## config.mk

```make
export PLATFORM = sky130hd
export DESIGN_NAME = field_aligner
export DESIGN_NICKNAME = d
export VERILOG_FILES = /design/src/rtl/fa_pkg.sv /design/src/rtl/fa_field_decode.sv /design/src/rtl/fa_load_align.sv /design/src/rtl/fa_store_merge.sv /design/src/rtl/fa_compare.sv /design/src/rtl/field_aligner.sv
export SDC_FILE = /design/constraint.sdc
export NUM_CORES = 1
export LEC_CHECK = 0
export BUFFER_PORTS_ARGS = -buffer_cell sky130_fd_sc_hd__clkbuf_2
export CAP_MARGIN = 0
export CORE_UTILIZATION = 30
export DETAILED_ROUTE_END_ITERATION = 8
export PLACE_DENSITY = 0.5
export SLEW_MARGIN = 20
export SYNTH_ARGS = -nofsm -noshare
export SYNTH_HDL_FRONTEND = slang
export SYNTH_SLANG_ARGS = --single-unit
```

## constraint.sdc

```tcl
create_clock -name clk -period 2.65 [get_ports clk]
set_clock_uncertainty 0.1 [all_clocks]
set_input_delay 0.1325 -clock clk [delete_from_list [all_inputs] [get_ports clk]]
set_output_delay 0.1325 -clock clk [all_outputs]
set_load 0.02 [all_outputs]
```

## src/rtl/fa_pkg.sv

```systemverilog
package fa_pkg;

  typedef enum logic [2:0] {
    FOP_LOAD  = 3'd0,
    FOP_LOADN = 3'd1,
    FOP_STORE = 3'd2,
    FOP_STZ   = 3'd3,
    FOP_CMP   = 3'd4
  } fop_e;

  typedef enum logic [1:0] {
    CMP_EQ = 2'b00,
    CMP_LT = 2'b01,
    CMP_GT = 2'b10
  } cmp_e;

endpackage

```

## src/rtl/fa_field_decode.sv

```systemverilog
module fa_field_decode #(
  parameter int BYTE_W  = 6,
  parameter int NBYTES  = 5,
  parameter int FIELD_W = 6,
  localparam int DIG_W  = FIELD_W / 2,
  localparam int MAG_W  = NBYTES * BYTE_W,
  localparam int SHB_W  = $clog2(MAG_W + 1)
) (
  input  logic [FIELD_W-1:0] field,
  output logic               valid,
  output logic               sign_in,
  output logic [MAG_W-1:0]   mag_mask,
  output logic [SHB_W-1:0]   shamt
);

  logic [DIG_W-1:0] left_b;
  logic [DIG_W-1:0] right_b;
  logic [DIG_W-1:0] left_eff;

  always_comb begin
    left_b   = field[FIELD_W-1:DIG_W];
    right_b  = field[DIG_W-1:0];
    valid    = (32'(right_b) <= NBYTES) && (left_b <= right_b);
    sign_in  = valid && (left_b == '0);
    left_eff = (left_b == '0) ? DIG_W'(1) : left_b;
    if (valid) shamt = SHB_W'(NBYTES - 32'(right_b)) * SHB_W'(BYTE_W);
    else       shamt = '0;
  end

  // one select per magnitude byte; slot s holds byte number NBYTES - s
  for (genvar s = 0; s < NBYTES; s++) begin : g_slot
    logic sel;
    always_comb begin
      sel = valid && (32'(left_eff) <= (NBYTES - s)) && ((NBYTES - s) <= 32'(right_b));
    end
    assign mag_mask[s*BYTE_W +: BYTE_W] = {BYTE_W{sel}};
  end

endmodule

```

## src/rtl/fa_load_align.sv

```systemverilog
module fa_load_align #(
  parameter int BYTE_W    = 6,
  parameter int NBYTES    = 5,
  parameter int IDX_BYTES = 2,
  localparam int MAG_W    = NBYTES * BYTE_W,
  localparam int SHB_W    = $clog2(MAG_W + 1),
  localparam int LO_W     = IDX_BYTES * BYTE_W
) (
  input  logic [MAG_W-1:0] mem_mag,
  input  logic             mem_sgn,
  input  logic [MAG_W-1:0] mag_mask,
  input  logic [SHB_W-1:0] shamt,
  input  logic             sign_in,
  input  logic             negate,
  input  logic             idx_sel,
  output logic [MAG_W-1:0] res_mag,
  output logic             res_sgn,
  output logic             idx_err
);

  localparam logic [MAG_W-1:0] LO_MASK = {{(MAG_W-LO_W){1'b0}}, {LO_W{1'b1}}};

  logic [MAG_W-1:0] picked;
  logic [MAG_W-1:0] justified;

  always_comb begin
    picked    = mem_mag & mag_mask;
    justified = picked >> shamt;
    idx_err   = idx_sel && ((justified & ~LO_MASK) != '0);
    res_mag   = idx_sel ? (justified & LO_MASK) : justified;
    res_sgn   = (sign_in & mem_sgn) ^ negate;
  end

endmodule

```

## src/rtl/fa_store_merge.sv

```systemverilog
module fa_store_merge #(
  parameter int BYTE_W    = 6,
  parameter int NBYTES    = 5,
  parameter int IDX_BYTES = 2,
  localparam int MAG_W    = NBYTES * BYTE_W,
  localparam int SHB_W    = $clog2(MAG_W + 1),
  localparam int LO_W     = IDX_BYTES * BYTE_W
) (
  input  logic [MAG_W-1:0] dst_mag,
  input  logic             dst_sgn,
  input  logic [MAG_W-1:0] src_mag,
  input  logic             src_sgn,
  input  logic [MAG_W-1:0] mag_mask,
  input  logic [SHB_W-1:0] shamt,
  input  logic             sign_in,
  input  logic             zero_src,
  input  logic             idx_sel,
  output logic [MAG_W-1:0] res_mag,
  output logic             res_sgn
);

  localparam logic [MAG_W-1:0] LO_MASK = {{(MAG_W-LO_W){1'b0}}, {LO_W{1'b1}}};

  logic [MAG_W-1:0] src_eff;
  logic [MAG_W-1:0] placed;

  always_comb begin
    if (zero_src)     src_eff = '0;
    else if (idx_sel) src_eff = src_mag & LO_MASK;
    else              src_eff = src_mag;
    placed  = src_eff << shamt;
    res_mag = (dst_mag & ~mag_mask) | (placed & mag_mask);
    res_sgn = sign_in ? (src_sgn & ~zero_src) : dst_sgn;
  end

endmodule

```

## src/rtl/fa_compare.sv

```systemverilog
module fa_compare
  import fa_pkg::*;
#(
  parameter int BYTE_W    = 6,
  parameter int NBYTES    = 5,
  parameter int IDX_BYTES = 2,
  localparam int MAG_W    = NBYTES * BYTE_W,
  localparam int LO_W     = IDX_BYTES * BYTE_W
) (
  input  logic [MAG_W-1:0] reg_mag,
  input  logic             reg_sgn,
  input  logic [MAG_W-1:0] mem_mag,
  input  logic             mem_sgn,
  input  logic [MAG_W-1:0] mag_mask,
  input  logic             sign_in,
  input  logic             idx_sel,
  output cmp_e             outcome
);

  localparam logic [MAG_W-1:0] LO_MASK = {{(MAG_W-LO_W){1'b0}}, {LO_W{1'b1}}};

  logic [MAG_W-1:0] a_mag;
  logic [MAG_W-1:0] b_mag;
  logic             a_neg;
  logic             b_neg;

  always_comb begin
    a_mag = (idx_sel ? (reg_mag & LO_MASK) : reg_mag) & mag_mask;
    b_mag = mem_mag & mag_mask;
    a_neg = sign_in && reg_sgn && (a_mag != '0);
    b_neg = sign_in && mem_sgn && (b_mag != '0);
    if (a_neg != b_neg)  outcome = a_neg ? CMP_LT : CMP_GT;
    else if (a_mag == b_mag) outcome = CMP_EQ;
    else if ((a_mag < b_mag) ^ a_neg) outcome = CMP_LT;
    else                 outcome = CMP_GT;
  end

endmodule

```

## src/rtl/field_aligner.sv

```systemverilog
module field_aligner
  import fa_pkg::*;
#(
  parameter int BYTE_W    = 6,
  parameter int NBYTES    = 5,
  parameter int IDX_BYTES = 2,
  parameter int FIELD_W   = 6,
  localparam int MAG_W    = NBYTES * BYTE_W,
  localparam int WORD_W   = MAG_W + 1,
  localparam int SHB_W    = $clog2(MAG_W + 1)
) (
  input  logic              clk,
  input  logic              rst_n,
  input  logic              in_valid,
  input  logic [2:0]        op,
  input  logic [FIELD_W-1:0] field,
  input  logic              idx_sel,
  input  logic [WORD_W-1:0] reg_val,
  input  logic [WORD_W-1:0] mem_val,
  output logic              out_valid,
  output logic [WORD_W-1:0] result,
  output logic [1:0]        cmp_code,
  output logic              err
);

  // reset: asserted asynchronously, released on a clock edge
  logic rst_meta_q;
  logic rst_sync_n;

  always_ff @(posedge clk or negedge rst_n) begin
    if (!rst_n) begin
      rst_meta_q <= 1'b0;
      rst_sync_n <= 1'b0;
    end else begin
      rst_meta_q <= 1'b1;
      rst_sync_n <= rst_meta_q;
    end
  end

  logic             f_valid;
  logic             f_sign;
  logic [MAG_W-1:0] f_mask;
  logic [SHB_W-1:0] f_shamt;

  fa_field_decode #(
    .BYTE_W (BYTE_W),
    .NBYTES (NBYTES),
    .FIELD_W(FIELD_W)
  ) u_decode (
    .field   (field),
    .valid   (f_valid),
    .sign_in (f_sign),
    .mag_mask(f_mask),
    .shamt   (f_shamt)
  );

  logic [MAG_W-1:0] ld_mag;
  logic             ld_sgn;
  logic             ld_err;

  fa_load_align #(
    .BYTE_W   (BYTE_W),
    .NBYTES   (NBYTES),
    .IDX_BYTES(IDX_BYTES)
  ) u_load (
    .mem_mag (mem_val[MAG_W-1:0]),
    .mem_sgn (mem_val[MAG_W]),
    .mag_mask(f_mask),
    .shamt   (f_shamt),
    .sign_in (f_sign),
    .negate  (op == FOP_LOADN),
    .idx_sel (idx_sel),
    .res_mag (ld_mag),
    .res_sgn (ld_sgn),
    .idx_err (ld_err)
  );

  logic [MAG_W-1:0] st_mag;
  logic             st_sgn;

  fa_store_merge #(
    .BYTE_W   (BYTE_W),
    .NBYTES   (NBYTES),
    .IDX_BYTES(IDX_BYTES)
  ) u_store (
    .dst_mag (mem_val[MAG_W-1:0]),
    .dst_sgn (mem_val[MAG_W]),
    .src_mag (reg_val[MAG_W-1:0]),
    .src_sgn (reg_val[MAG_W]),
    .mag_mask(f_mask),
    .shamt   (f_shamt),
    .sign_in (f_sign),
    .zero_src(op == FOP_STZ),
    .idx_sel (idx_sel),
    .res_mag (st_mag),
    .res_sgn (st_sgn)
  );

  cmp_e cmp_out;

  fa_compare #(
    .BYTE_W   (BYTE_W),
    .NBYTES   (NBYTES),
    .IDX_BYTES(IDX_BYTES)
  ) u_cmp (
    .reg_mag (reg_val[MAG_W-1:0]),
    .reg_sgn (reg_val[MAG_W]),
    .mem_mag (mem_val[MAG_W-1:0]),
    .mem_sgn (mem_val[MAG_W]),
    .mag_mask(f_mask),
    .sign_in (f_sign),
    .idx_sel (idx_sel),
    .outcome (cmp_out)
  );

  // next-state selection
  logic [WORD_W-1:0] res_d;
  logic [1:0]        cmp_d;
  logic              err_d;

  always_comb begin
    res_d = reg_val;
    cmp_d = CMP_EQ;
    err_d = 1'b0;
    case (op)
      FOP_LOAD, FOP_LOADN: begin
        if (f_valid) begin
          res_d = {ld_sgn, ld_mag};
          err_d = ld_err;
        end else begin
          err_d = 1'b1;
        end
      end
      FOP_STORE, FOP_STZ: begin
        if (f_valid) res_d = {st_sgn, st_mag};
        else begin
          res_d = mem_val;
          err_d = 1'b1;
        end
      end
      FOP_CMP: begin
        if (f_valid) cmp_d = cmp_out;
        else         err_d = 1'b1;
      end
      default: err_d = 1'b1;
    endcase
  end

  // output registers with explicit clock enable
  always_ff @(posedge clk or negedge rst_sync_n) begin
    if (!rst_sync_n) begin
      out_valid <= 1'b0;
      result    <= '0;
      cmp_code  <= '0;
      err       <= 1'b0;
    end else begin
      out_valid <= in_valid;
      if (in_valid) begin
        result   <= res_d;
        cmp_code <= cmp_d;
        err      <= err_d;
      end
    end
  end

endmodule

```

# == Yosys cells after proc, flatten, opt, wreduce, memory -nomap -nowiden ==
# Index checks and enable logic that the tools add are counted.
# word_totals
regBits,37
latchBits,0
mem_bits_rw,0
mem_bits_ro,0
in_bits,75
memories,0
# classes
n_addsub,1
n_mul,1
div_mod_pow,0
n_lt_le_gt_ge,13
eq_ne,6
shifts,2
mux,18
n_bitwise,11
n_reduce_logical,25
# op_table
cell,count
$and A30 B30 Y30,4
$mux W30,3
$reduce_bool A30 Y1,3
$mux W31,2
$pmux W31 S2,1
$eq A30 B30 Y1,1
$lt A30 B30 Y1,1
$not A30 Y30,1
$or A30 B30 Y30,1
$shl A30 B5 Y30,1
$shr A30 B5 Y30,1
$logic_and A1 B1 Y1,17
$mux W2,6
$le A3 B3 Y1 const B,3
$eq A3 B2 Y1 const B,2
$le A2 B3 Y1 const A,2
$le A3 B2 Y1 const B,2
$le A3 B3 Y1 const A,2
$logic_not A3 Y1,2
$mul A5 B2 Y4 const B,1
$mux W5,1
$reduce_or A2 Y1,2
$sub A3 B3 Y4 const A,1
$eq A3 B1 Y1 const B,1
12 further kinds,16

# == Longest topological paths before layout ==
# Gate-level depths: netlist (run 1).
# logic_depth
word_depth,14
ltp_mapped,20
ltp_nobuf,17

# == Cells and area by module ==
# Synthesis (run 1) repeated with hierarchy kept, for this count alone.
# hier_totals
hier_cells,1124
area_unflattened_um2,8657.1
# modules_own_cells
module,n_inst,cells_per_inst,area_per_inst_um2
field_aligner,1,301,2700.1
fa_load_align,1,310,2137.0
fa_store_merge,1,255,2018.2
fa_compare,1,185,1241.2
fa_field_decode,1,73,560.5

# == Worst setup path before layout (run 1) ==
# No wires, ideal clock.
# synth_path
path_kind,input-to-reg
from,input field[1]
to,register cmp_code[1]
t_arrival_ns,3.678
setup_slack_ns,-1.254
cell_stages,20
n_path_buf,3
path_cell_list,inv_1 ha_1 nor2b_4 o211ai_1 buf_4 buf_6 nand2_2 nor2_2 clkbuf_1 nand2_1 ha_1 a21oi_1 a21boi_0 o31ai_1 a221oi_1 a211oi_1 o221ai_1 nor3_1 o21ai_0 a221o_1
# synth_between
elab_chain_len,13
word_cells_on_any_way,37
classes_between,order compare: 8; eq/ne: 2; mux: 6; bitwise: 3; reduce/logical: 18
# synth_rtl
item,line_no,text
from (decl),field_aligner.sv:16,"input logic [FIELD_W-1:0] field,"
"parallel branches: the longest is 11 deep, another holds $lt A30 B30 Y1",--,
$mux W2 (*),field_aligner.sv:142,if (f_valid) cmp_d = cmp_out;
$mux W2 (*),field_aligner.sv:125,case (op)
to (signal assigned),field_aligner.sv:160,cmp_code <= cmp_d;
to (decl),field_aligner.sv:22,"output logic [1:0] cmp_code,"
# Every way passes the cells marked *.
# A chain may end at the register's enable or synchronous reset.

# == Worst setup path after layout (run 1) ==
# layout_path
from,input field[1]
to,register cmp_code[0]
# The elaborated chain is that of the path after synthesis.

==> results of run 1 <==
[logic make-up (layout without fill, tap and decap cells)]
group	after synthesis	in the layout	share of synthesized area [%]
AOI/OAI and AO/OA	315	315	34.3
other	1	1	0.0571
xor gates and xnor gates	12	12	1.60
and+or+nand+nor	378	378	29.4
muxes	52	52	8.15
DFF	37	37	14.1
adders and majority gates	31	31	5.90
buffers and inverters	96	479	6.47
[through the flow]
step / std cells / area [µm²] / utilization (%)
floorplan: 922 / 6660 / -
global placement: 1529 / 9500 / 44.8
detailed placement: 1529 / 9500 / 44.8
CTS: 1560 / 10500 / 49.7
global route: 1580 / 11600 / 54.7
finish: 1580 / 11600 / 54.7
[report_power, final]
group / switching [mW] / leakage (nW) / internal [mW]
Combinational: 1.63 / 4.41 / 1.31
Clock: 0.285 / 0.0800 / 0.446
Sequential: 0.0354 / 0.433 / 0.632
Total: 1.95 / 4.93 / 2.38
[synth_stat cells, types with 6 or more instances]
cell type,count
nor2_1,77
buf_1,7
a31oi_1,27
o31ai_1,13
mux2i_1,40
inv_1,19
ha_1,31
a22oi_1,9
nand2b_1,7
dfrtp_1,37
mux2_2,12
o211ai_1,17
clkbuf_1,39
a41oi_1,7
o41ai_1,7
a211oi_1,7
nand3_1,25
nand4_1,19
nor2b_1,15
nor4_1,15
o221ai_1,8
o22ai_1,9
a32oi_1,14
a221o_1,6
a21oi_1,60
nor3_1,23
xnor2_1,11
or4_1,6
buf_2,21
and2_1,24
o21ai_0,57
nand2_1,120
and3_1,7
a221oi_1,8
[what timing repair did]
item,in CTS,in global routing
pin swaps,45,93
cloned,1,1
setup endpoints to repair,34,34
hold buffers,1,0
endpoints found under the hold margin,2,0
buffers inserted,24,36
resized for setup,149,189
[final cells by class]
| cell class | instances | area share, % |
|---|---|---|
| repair buffers | 450 | 30.6 |
| flip-flops and latches | 37 | 7.98 |
| inverters | 21 | 0.712 |
| clock buffers | 5 | 1.08 |
| multi-input cells | 789 | 56.3 |
| clock inverters | 3 | 0.399 |
| well taps | 275 | 2.97 |
[metal layers]
layer | share of wire [%] | GRT usage (%)
met5 | 0 | 0
met4 | 4.8 | 14.8
met3 | 9.8 | 5.70
met2 | 44 | 55.5
met1 | 41 | 48.2
[registers in the layout, summed over array words and instances, names as in the netlist]
signal	cells
out_valid	1
result	31
cmp_code	2
err	1
rst_sync_n	1
rst_meta_q	1
[how the worst max path moves through the flow]
stage          slack, ns  depth (start not counted)     start     endpoint
6_report           -0.73                         20  field[1]  cmp_code[0]
5_1_grt            -0.92                         20  field[1]  cmp_code[0]
4_1_cts            -0.71                         19  field[1]  cmp_code[0]
3_5_place_dp       -1.21                         20  field[1]  cmp_code[1]
3_3_place_gp       -1.16                         20  field[1]  cmp_code[1]
2_1_floorplan      -0.99                         20  field[1]  cmp_code[1]
==> impl_table.tex, run 1 <==
\begin{tabular}{lr}
\hline
Metric & Value \\
\hline
\multicolumn{2}{l}{\textbf{Status}} \\
\quad Status & finished, violations left \\
\quad Violations in the final reports & negative setup slack \\
\multicolumn{2}{l}{\textbf{Timing}} \\
\quad Setup repair after global routing missed its margin & yes \\
\quad Final Worst Setup Slack & -0.731 ns \\
\quad Hold Fails Final Rpt & 0 \\
\quad Final critical-path share of the clock period & 128\% \\
\quad Hold WS & 0.0238 ns \\
\quad Total setup violations reported at the end of the flow & 33 \\
\quad Worst slew margin & 57.0\% \\
\quad Worst slew pin tran & 0.645 ns \\
\quad Max-slew violations & 0 \\
\quad Highest achievable clock rate & 296 MHz \\
\quad Final worst path period need & 3.38 ns \\
\quad Setup TNS & -10.96 ns \\
\multicolumn{2}{l}{\textbf{Die}} \\
\quad Horiz. Die Dim & 150 µm \\
\quad Die outline area & 22,500 µm² \\
\quad Number of rows created at floorplan & 53 \\
\quad Starting density of the core & 31.0\% \\
\quad I/O pins & 110 \\
\quad Area inside the core boundary & 21,200 µm² \\
\quad Die boundary height & 150 µm \\
\multicolumn{2}{l}{\textbf{Pwr}} \\
\quad Overall power consumption & 4.33 mW \\
\quad Leakage power & 4.93 nW \\
\quad Total power density per cell area & 373 nW/µm² \\
\quad Maximum vdd ir drop & 0.233 mV \\
\multicolumn{2}{l}{\textbf{Routing}} \\
\quad Detailed-routing iteration count for the pre-antenna-repair pass & 8 \\
\quad Total length of routed wires & 41,100 µm \\
\quad Avg Vias per Cell & 6.20 \\
\quad Number of DRC markers in iteration 0 & 1,007 \\
\quad Routed wire length per instance & 26.0 µm \\
\quad Number of remaining DRC errors & 0 \\
\quad Detailed-route via count & 9,790 \\
\quad DRT antenna net count & 0 \\
\multicolumn{2}{l}{\textbf{Setup path}} \\
\quad Worst setup SP type & input pin \\
\quad CP endpoint kind & flip-flop \\
\quad Crit path DAT & 3.47 ns \\
\quad Crit path max-delay cell type & a221oi\_1 \\
\quad Worst reg2reg setup slack & 1.62 ns \\
\quad Category of the most critical setup path & in -> reg \\
\quad Longest individual stage delay on the worst path & 0.37 ns \\
\quad Dominant delay contributor by cell family on the critical path & compound AO/OA/AOI/OAI gates \\
\quad Sum of buffers and inverters on the critical path & 4 \\
\quad Worst reg2reg endpoint & cmp\_code[0] \\
\quad Required time at the worst-slack endpoint & 2.74 ns \\
\quad Max Fanout on Critical Path & 15 \\
\quad Reg-to-reg startpoint & cmp\_code[0] \\
\quad Cells on worst reg2reg path & 2 \\
\quad CP cell instances & buf\_8, clkinvlp\_4, ha\_4, nor2b\_4, o211ai\_1, buf\_4, nand2\_4, nor2\_4, buf\_4, nand2\_1, ha\_1, nand2b\_1, a21oi\_1, o31ai\_2, a221oi\_1, a211oi\_2, o221ai\_2, nor3\_4, nor2b\_4, a221o\_1 \\
\multicolumn{2}{l}{\textbf{Logic synthesis}} \\
\quad Synthesized net count & 1,028 \\
\quad Avg Inst Size Synth & 7.13 µm² \\
\quad Post-synthesis cell area & 6570 µm² \\
\quad Synthesized instance count & 922 \\
\quad Largest area contributor in the synthesized netlist & dfrtp\_1 \\
\quad Yosys Warn Count & 0 \\
\quad Proportion of synthesized chip area in sequential cells & 14.1\% \\
\quad Synth Flop Type & dfrtp\_1 \\
\quad Proportion of netlist area held by the largest area contributor & 14.1\% \\
\quad Top post-synthesis cells by area & dfrtp\_1 14\%, nand2\_1 6.9\%, mux2i\_1 6.1\%, ha\_1 5.9\%, a21oi\_1 4.6\% \\
\quad Number of synthesized register bits & 37 \\
\quad Yosys cell types & 90 \\
\quad Number of flops mapped to enable cells by yosys & 0 \\
\quad Post-synth ARST share & 100\% \\
\multicolumn{2}{l}{\textbf{Clock network}} \\
\quad Clk Latency, worst-skew pair & 0.30 ns \\
\quad CTS tree & built \\
\quad Max Buffers Root-to-Sink & 2 \\
\quad Maximum level of the CTS H-tree & 2 \\
\quad Root buffer cell & clkbuf\_16 \\
\quad Clk pin slew, worst setup/hold paths & 0.06 ns \\
\quad CTS buffer count & 5 \\
\quad Clock sink total & 37 \\
\multicolumn{2}{l}{\textbf{Finish}} \\
\quad Commonest cells after routing, fill and taps aside & 278 x buf\_4, 108 x clkbuf\_2, 104 x nand2\_1, 66 x nor2\_1, 39 x a21oi\_1 \\
\quad Area added between synthesis and finish & 76.6\% \\
\quad Fraction of final layout cells with drive strength greater than 1 & 51.8\% \\
\quad Register cell area after layout & 926 µm² \\
\quad Area used by multi-input combinational logic & 6530 µm² \\
\quad Filler cell count in the final layout & 1,996 \\
\quad Most frequent standard cell in the layout excluding fill and tap cells & buf\_4 \\
\quad Number of diodes & 0 \\
\quad Number of nets at the end of the flow & 1,410 \\
\multicolumn{2}{l}{\textbf{Job}} \\
\quad Max-cap check violation count & 0 \\
\multicolumn{2}{l}{\textbf{Hold path}} \\
\quad Path category of the worst min-delay check & in -> reg \\
\quad Worst Hold Depth & 1 \\
\quad Hold Crit Start & in\_valid \\
\quad Hold endpoint & out\_valid \\
\multicolumn{2}{l}{\textbf{Global routing}} \\
\quad Antenna violations before repair & 0 \\
\quad Wire length of the first global-routing pass & 58,500 µm \\
\quad Vias in the first global route & 9,152 \\
\quad Congestion Overflow GR & 0 \\
\quad Maximum number of pins on one net before global-route repair & 36 \\
\quad All-Layer GR Usage & 35.5\% \\
\multicolumn{2}{l}{\textbf{Placement}} \\
\quad Final estimated routing congestion in global placement & 1.02 \\
\quad HPWL after detailed placement & 31,600 µm \\
\quad Pre-CTS setup slack & -1.21 ns \\
\quad IO buf count & 109 \\
\hline
\end{tabular}
Note: power is estimated with default switching activity, not from simulation.
==> run 2: changes to the inputs <==
- CORE_ASPECT_RATIO: unset -> 1.25
- MAX_ROUTING_LAYER: unset -> met4
==> run 2 against run 1 <==
Compared with the run above: the run still ends with negative setup slack left; global-route usage grew 1.8 points; first-iteration DRC count shrank 9.3%; routed wire length grew 0.30%; hold slack gained 0.030 ns; cell count is essentially flat; count of clock-buffer cells in the layout grew 1; highest routed layer unchanged; non-clock buffer count shrank 7.
==> impl_table.tex, run 2 (same netlist as run 1, synthesis figures left out) <==
\begin{tabular}{lr}
\hline
Metric & Value \\
\hline
\multicolumn{2}{l}{\textbf{Pwr}} \\
\quad Total power density per cell area & 363 nW/µm² (was 373 nW/µm²) \\
\quad Leakage power & 4.80 nW (was 4.93 nW) \\
\quad Maximum vdd ir drop & 0.222 mV (was 0.233 mV) \\
\multicolumn{2}{l}{\textbf{Clock network}} \\
\quad Clock sink total & 37 (unchanged) \\
\quad Maximum level of the CTS H-tree & 2 (unchanged) \\
\quad Root buffer cell & clkbuf\_16 (unchanged) \\
\quad Max Buffers Root-to-Sink & 2 (unchanged) \\
\quad CTS tree & built (unchanged) \\
\quad CTS buffer count & 5 (unchanged) \\
\quad Clk Latency, worst-skew pair & 0.29 ns (was 0.30 ns) \\
\quad Clk pin slew, worst setup/hold paths & 0.06 ns (about the same) \\
\multicolumn{2}{l}{\textbf{Timing}} \\
\quad Worst slew margin & 52.5\% (was 57.0\%) \\
\quad Setup TNS & -8.85 ns (was -10.96 ns) \\
\quad Highest achievable clock rate & 290 MHz (was 296 MHz) \\
\quad Worst slew pin tran & 0.712 ns (was 0.645 ns) \\
\quad Final worst path period need & 3.45 ns (was 3.38 ns) \\
\quad Final critical-path share of the clock period & 130\% (was 128\%) \\
\quad Hold Fails Final Rpt & 0 (unchanged) \\
\quad Setup repair after global routing missed its margin & yes (unchanged) \\
\quad Total setup violations reported at the end of the flow & 33 (unchanged) \\
\quad Final Worst Setup Slack & -0.799 ns (was -0.731 ns) \\
\quad Max-slew violations & 0 (unchanged) \\
\multicolumn{2}{l}{\textbf{Global routing}} \\
\quad Congestion Overflow GR & 0 (unchanged) \\
\quad Wire length of the first global-routing pass & 60,100 µm (was 58,500 µm) \\
\quad Vias in the first global route & 9,462 (was 9,152) \\
\quad Antenna violations before repair & 2 (was 0) \\
\quad All-Layer GR Usage & 37.3\% (was 35.5\%) \\
\quad Maximum number of pins on one net before global-route repair & 36 (unchanged) \\
\multicolumn{2}{l}{\textbf{Hold path}} \\
\quad Path category of the worst min-delay check & in -> async (was in -> reg) \\
\multicolumn{2}{l}{\textbf{Die}} \\
\quad I/O pins & 110 (unchanged) \\
\quad Die outline area & 22,500 µm² (about the same) \\
\quad Die boundary height & 167 µm (was 150 µm) \\
\quad Horiz. Die Dim & 134 µm (was 150 µm) \\
\quad Area inside the core boundary & 21,500 µm² (was 21,200 µm²) \\
\quad Number of rows created at floorplan & 60 (was 53) \\
\quad Starting density of the core & 30.6\% (was 31.0\%) \\
\multicolumn{2}{l}{\textbf{Setup path}} \\
\quad Max Fanout on Critical Path & 5 (was 15) \\
\quad Category of the most critical setup path & in -> reg (unchanged) \\
\quad CP endpoint kind & flip-flop (unchanged) \\
\quad Worst setup SP type & input pin (unchanged) \\
\quad Required time at the worst-slack endpoint & 2.72 ns (was 2.74 ns) \\
\quad Crit path DAT & 3.52 ns (was 3.47 ns) \\
\multicolumn{2}{l}{\textbf{Finish}} \\
\quad Finished Core Util & 52.8\% (was 54.7\%) \\
\quad Commonest cells after routing, fill and taps aside & 276 x buf\_4, 108 x clkbuf\_2, 102 x nand2\_1, 69 x nor2\_1, 41 x buf\_6 (was 278 x buf\_4, 108 x clkbuf\_2, 104 x nand2\_1, 66 x nor2\_1, 39 x a21oi\_1) \\
\quad Number of nets at the end of the flow & 1,404 (was 1,410) \\
\quad Final design instance area without fill & 11,300 µm² (was 11,600 µm²) \\
\quad Filler cell count in the final layout & 2,174 (was 1,996) \\
\quad Registers with the highest flip-flop counts & result (31), cmp\_code (2) (unchanged) \\
\quad Largest register FFs & 31 (unchanged) \\
\quad Area added between synthesis and finish & 72.5\% (was 76.6\%) \\
\quad Fraction of final layout cells with drive strength greater than 1 & 51.0\% (was 51.8\%) \\
\quad Most frequent standard cell in the layout excluding fill and tap cells & buf\_4 (unchanged) \\
\quad Most flops, register & result (unchanged) \\
\multicolumn{2}{l}{\textbf{Routing}} \\
\quad Routed wire length per instance & 26.1 µm (was 26.0 µm) \\
\quad Detailed-routing iteration count for the pre-antenna-repair pass & 5 (was 8) \\
\quad Number of DRC markers in iteration 0 & 913 (was 1,007) \\
\quad Avg Vias per Cell & 6.10 (was 6.20) \\
\quad Detailed-route via count & 9,628 (was 9,790) \\
\quad Number of remaining DRC errors & 0 (unchanged) \\
\quad Total length of routed wires & 41,200 µm (was 41,100 µm) \\
\quad DRT antenna net count & 0 (unchanged) \\
\multicolumn{2}{l}{\textbf{Placement}} \\
\quad IO buf count & 109 (unchanged) \\
\quad Area of placed instances & 9410 µm² (was 9500 µm²) \\
\quad HPWL after detailed placement & 32,900 µm (was 31,600 µm) \\
\quad Final estimated routing congestion in global placement & 1.06 (was 1.02) \\
\quad Pre-CTS setup slack & -1.57 ns (was -1.21 ns) \\
\multicolumn{2}{l}{\textbf{Status}} \\
\quad Violations in the final reports & negative setup slack (unchanged) \\
\quad Status & finished, violations left (unchanged) \\
\multicolumn{2}{l}{\textbf{Job}} \\
\quad Max-cap check violation count & 0 (unchanged) \\
\hline
\end{tabular}
run 2: area by class of cell:
class | count | area, µm² | area share [%]
well taps | 279 | 349 | 3.08
multi-input cells | 790 | 6440 | 56.8
clock buffers | 6 | 129 | 1.14
inverters | 21 | 82.6 | 0.728
repair buffers | 443 | 3400 | 30.0
clock inverters | 2 | 10.0 | 0.0883
diodes | 1 | 2.50 | 0.0221
flip-flops and latches | 37 | 926 | 8.17
run 2: final timing paths:
check	start	endpoint	slack (ns)	cells past startpoint
max	field[1]	cmp_code[0]	-0.80	20
min	rst_n	rst_sync_n	0.05	2
max reg2reg	cmp_code[0]	cmp_code[0]	1.61	2
min reg2reg	rst_sync_n	result[29]	0.20	1
max in group asynchronous	rst_sync_n	result[30]	1.89	1
min in group clk	mem_val[22]	result[22]	0.16	3
run 2: routing by layer:
layer | part of all wire [%] | vias to the layer above | global-route usage (%) | wire [µm]
li1 | - | 4303 | - | -
met1 | 40 | 4620 | 46.4 | 16700
met2 | 45 | 556 | 57.8 | 18600
met3 | 7.1 | 149 | 3.75 | 2920
met4 | 7.4 | 0 | 23.4 | 3030
met5 | 0 | - | - | 0
run 2: critical path, cell delays in order:
cell and delay [ns]:
buf_8 0.08, clkinvlp_4 0.09, ha_4 0.28, buf_6 0.10, nand3_4 0.09, buf_6 0.14
o2bb2ai_4 0.15, buf_4 0.16, nor3_4 0.21, nand2_4 0.12, nor3b_2 0.24, ha_1 0.22
nor2b_1 0.15, a41oi_1 0.06, a31o_4 0.27, buf_4 0.13, a211oi_2 0.33, nor3_2 0.12
nor2b_4 0.15, a221o_1 0.31
run 2: through the flow:
step / hold WS (ns) / std cells / power, mW
detailed placement: -0.178 / 1524 / 2.91
finish: 0.0537 / 1579 / 4.11
global route: 0.0697 / 1579 / 4.26
CTS: 0.0578 / 1572 / 3.91
global placement: -0.180 / 1524 / 2.92
floorplan: -0.263 / 922 / 1.75
run 2: what timing repair did:
action | in CTS | in global routing
endpoints found under the setup margin | 34 | 34
buffers inserted | 42 | 7
hold endpoints to repair | 2 | 0
hold buffers | 1 | 0
cloned | 2 | 0
resized for setup | 211 | 90
pin swaps | 73 | 49
run 2: power by group:
group	total, mW	switching (mW)	internal [mW]	leakage [nW]
Combinational	2.83	1.58	1.25	4.30
Clock	0.619	0.272	0.347	0.0706
Sequential	0.666	0.0340	0.632	0.433
Total	4.11	1.89	2.23	4.80
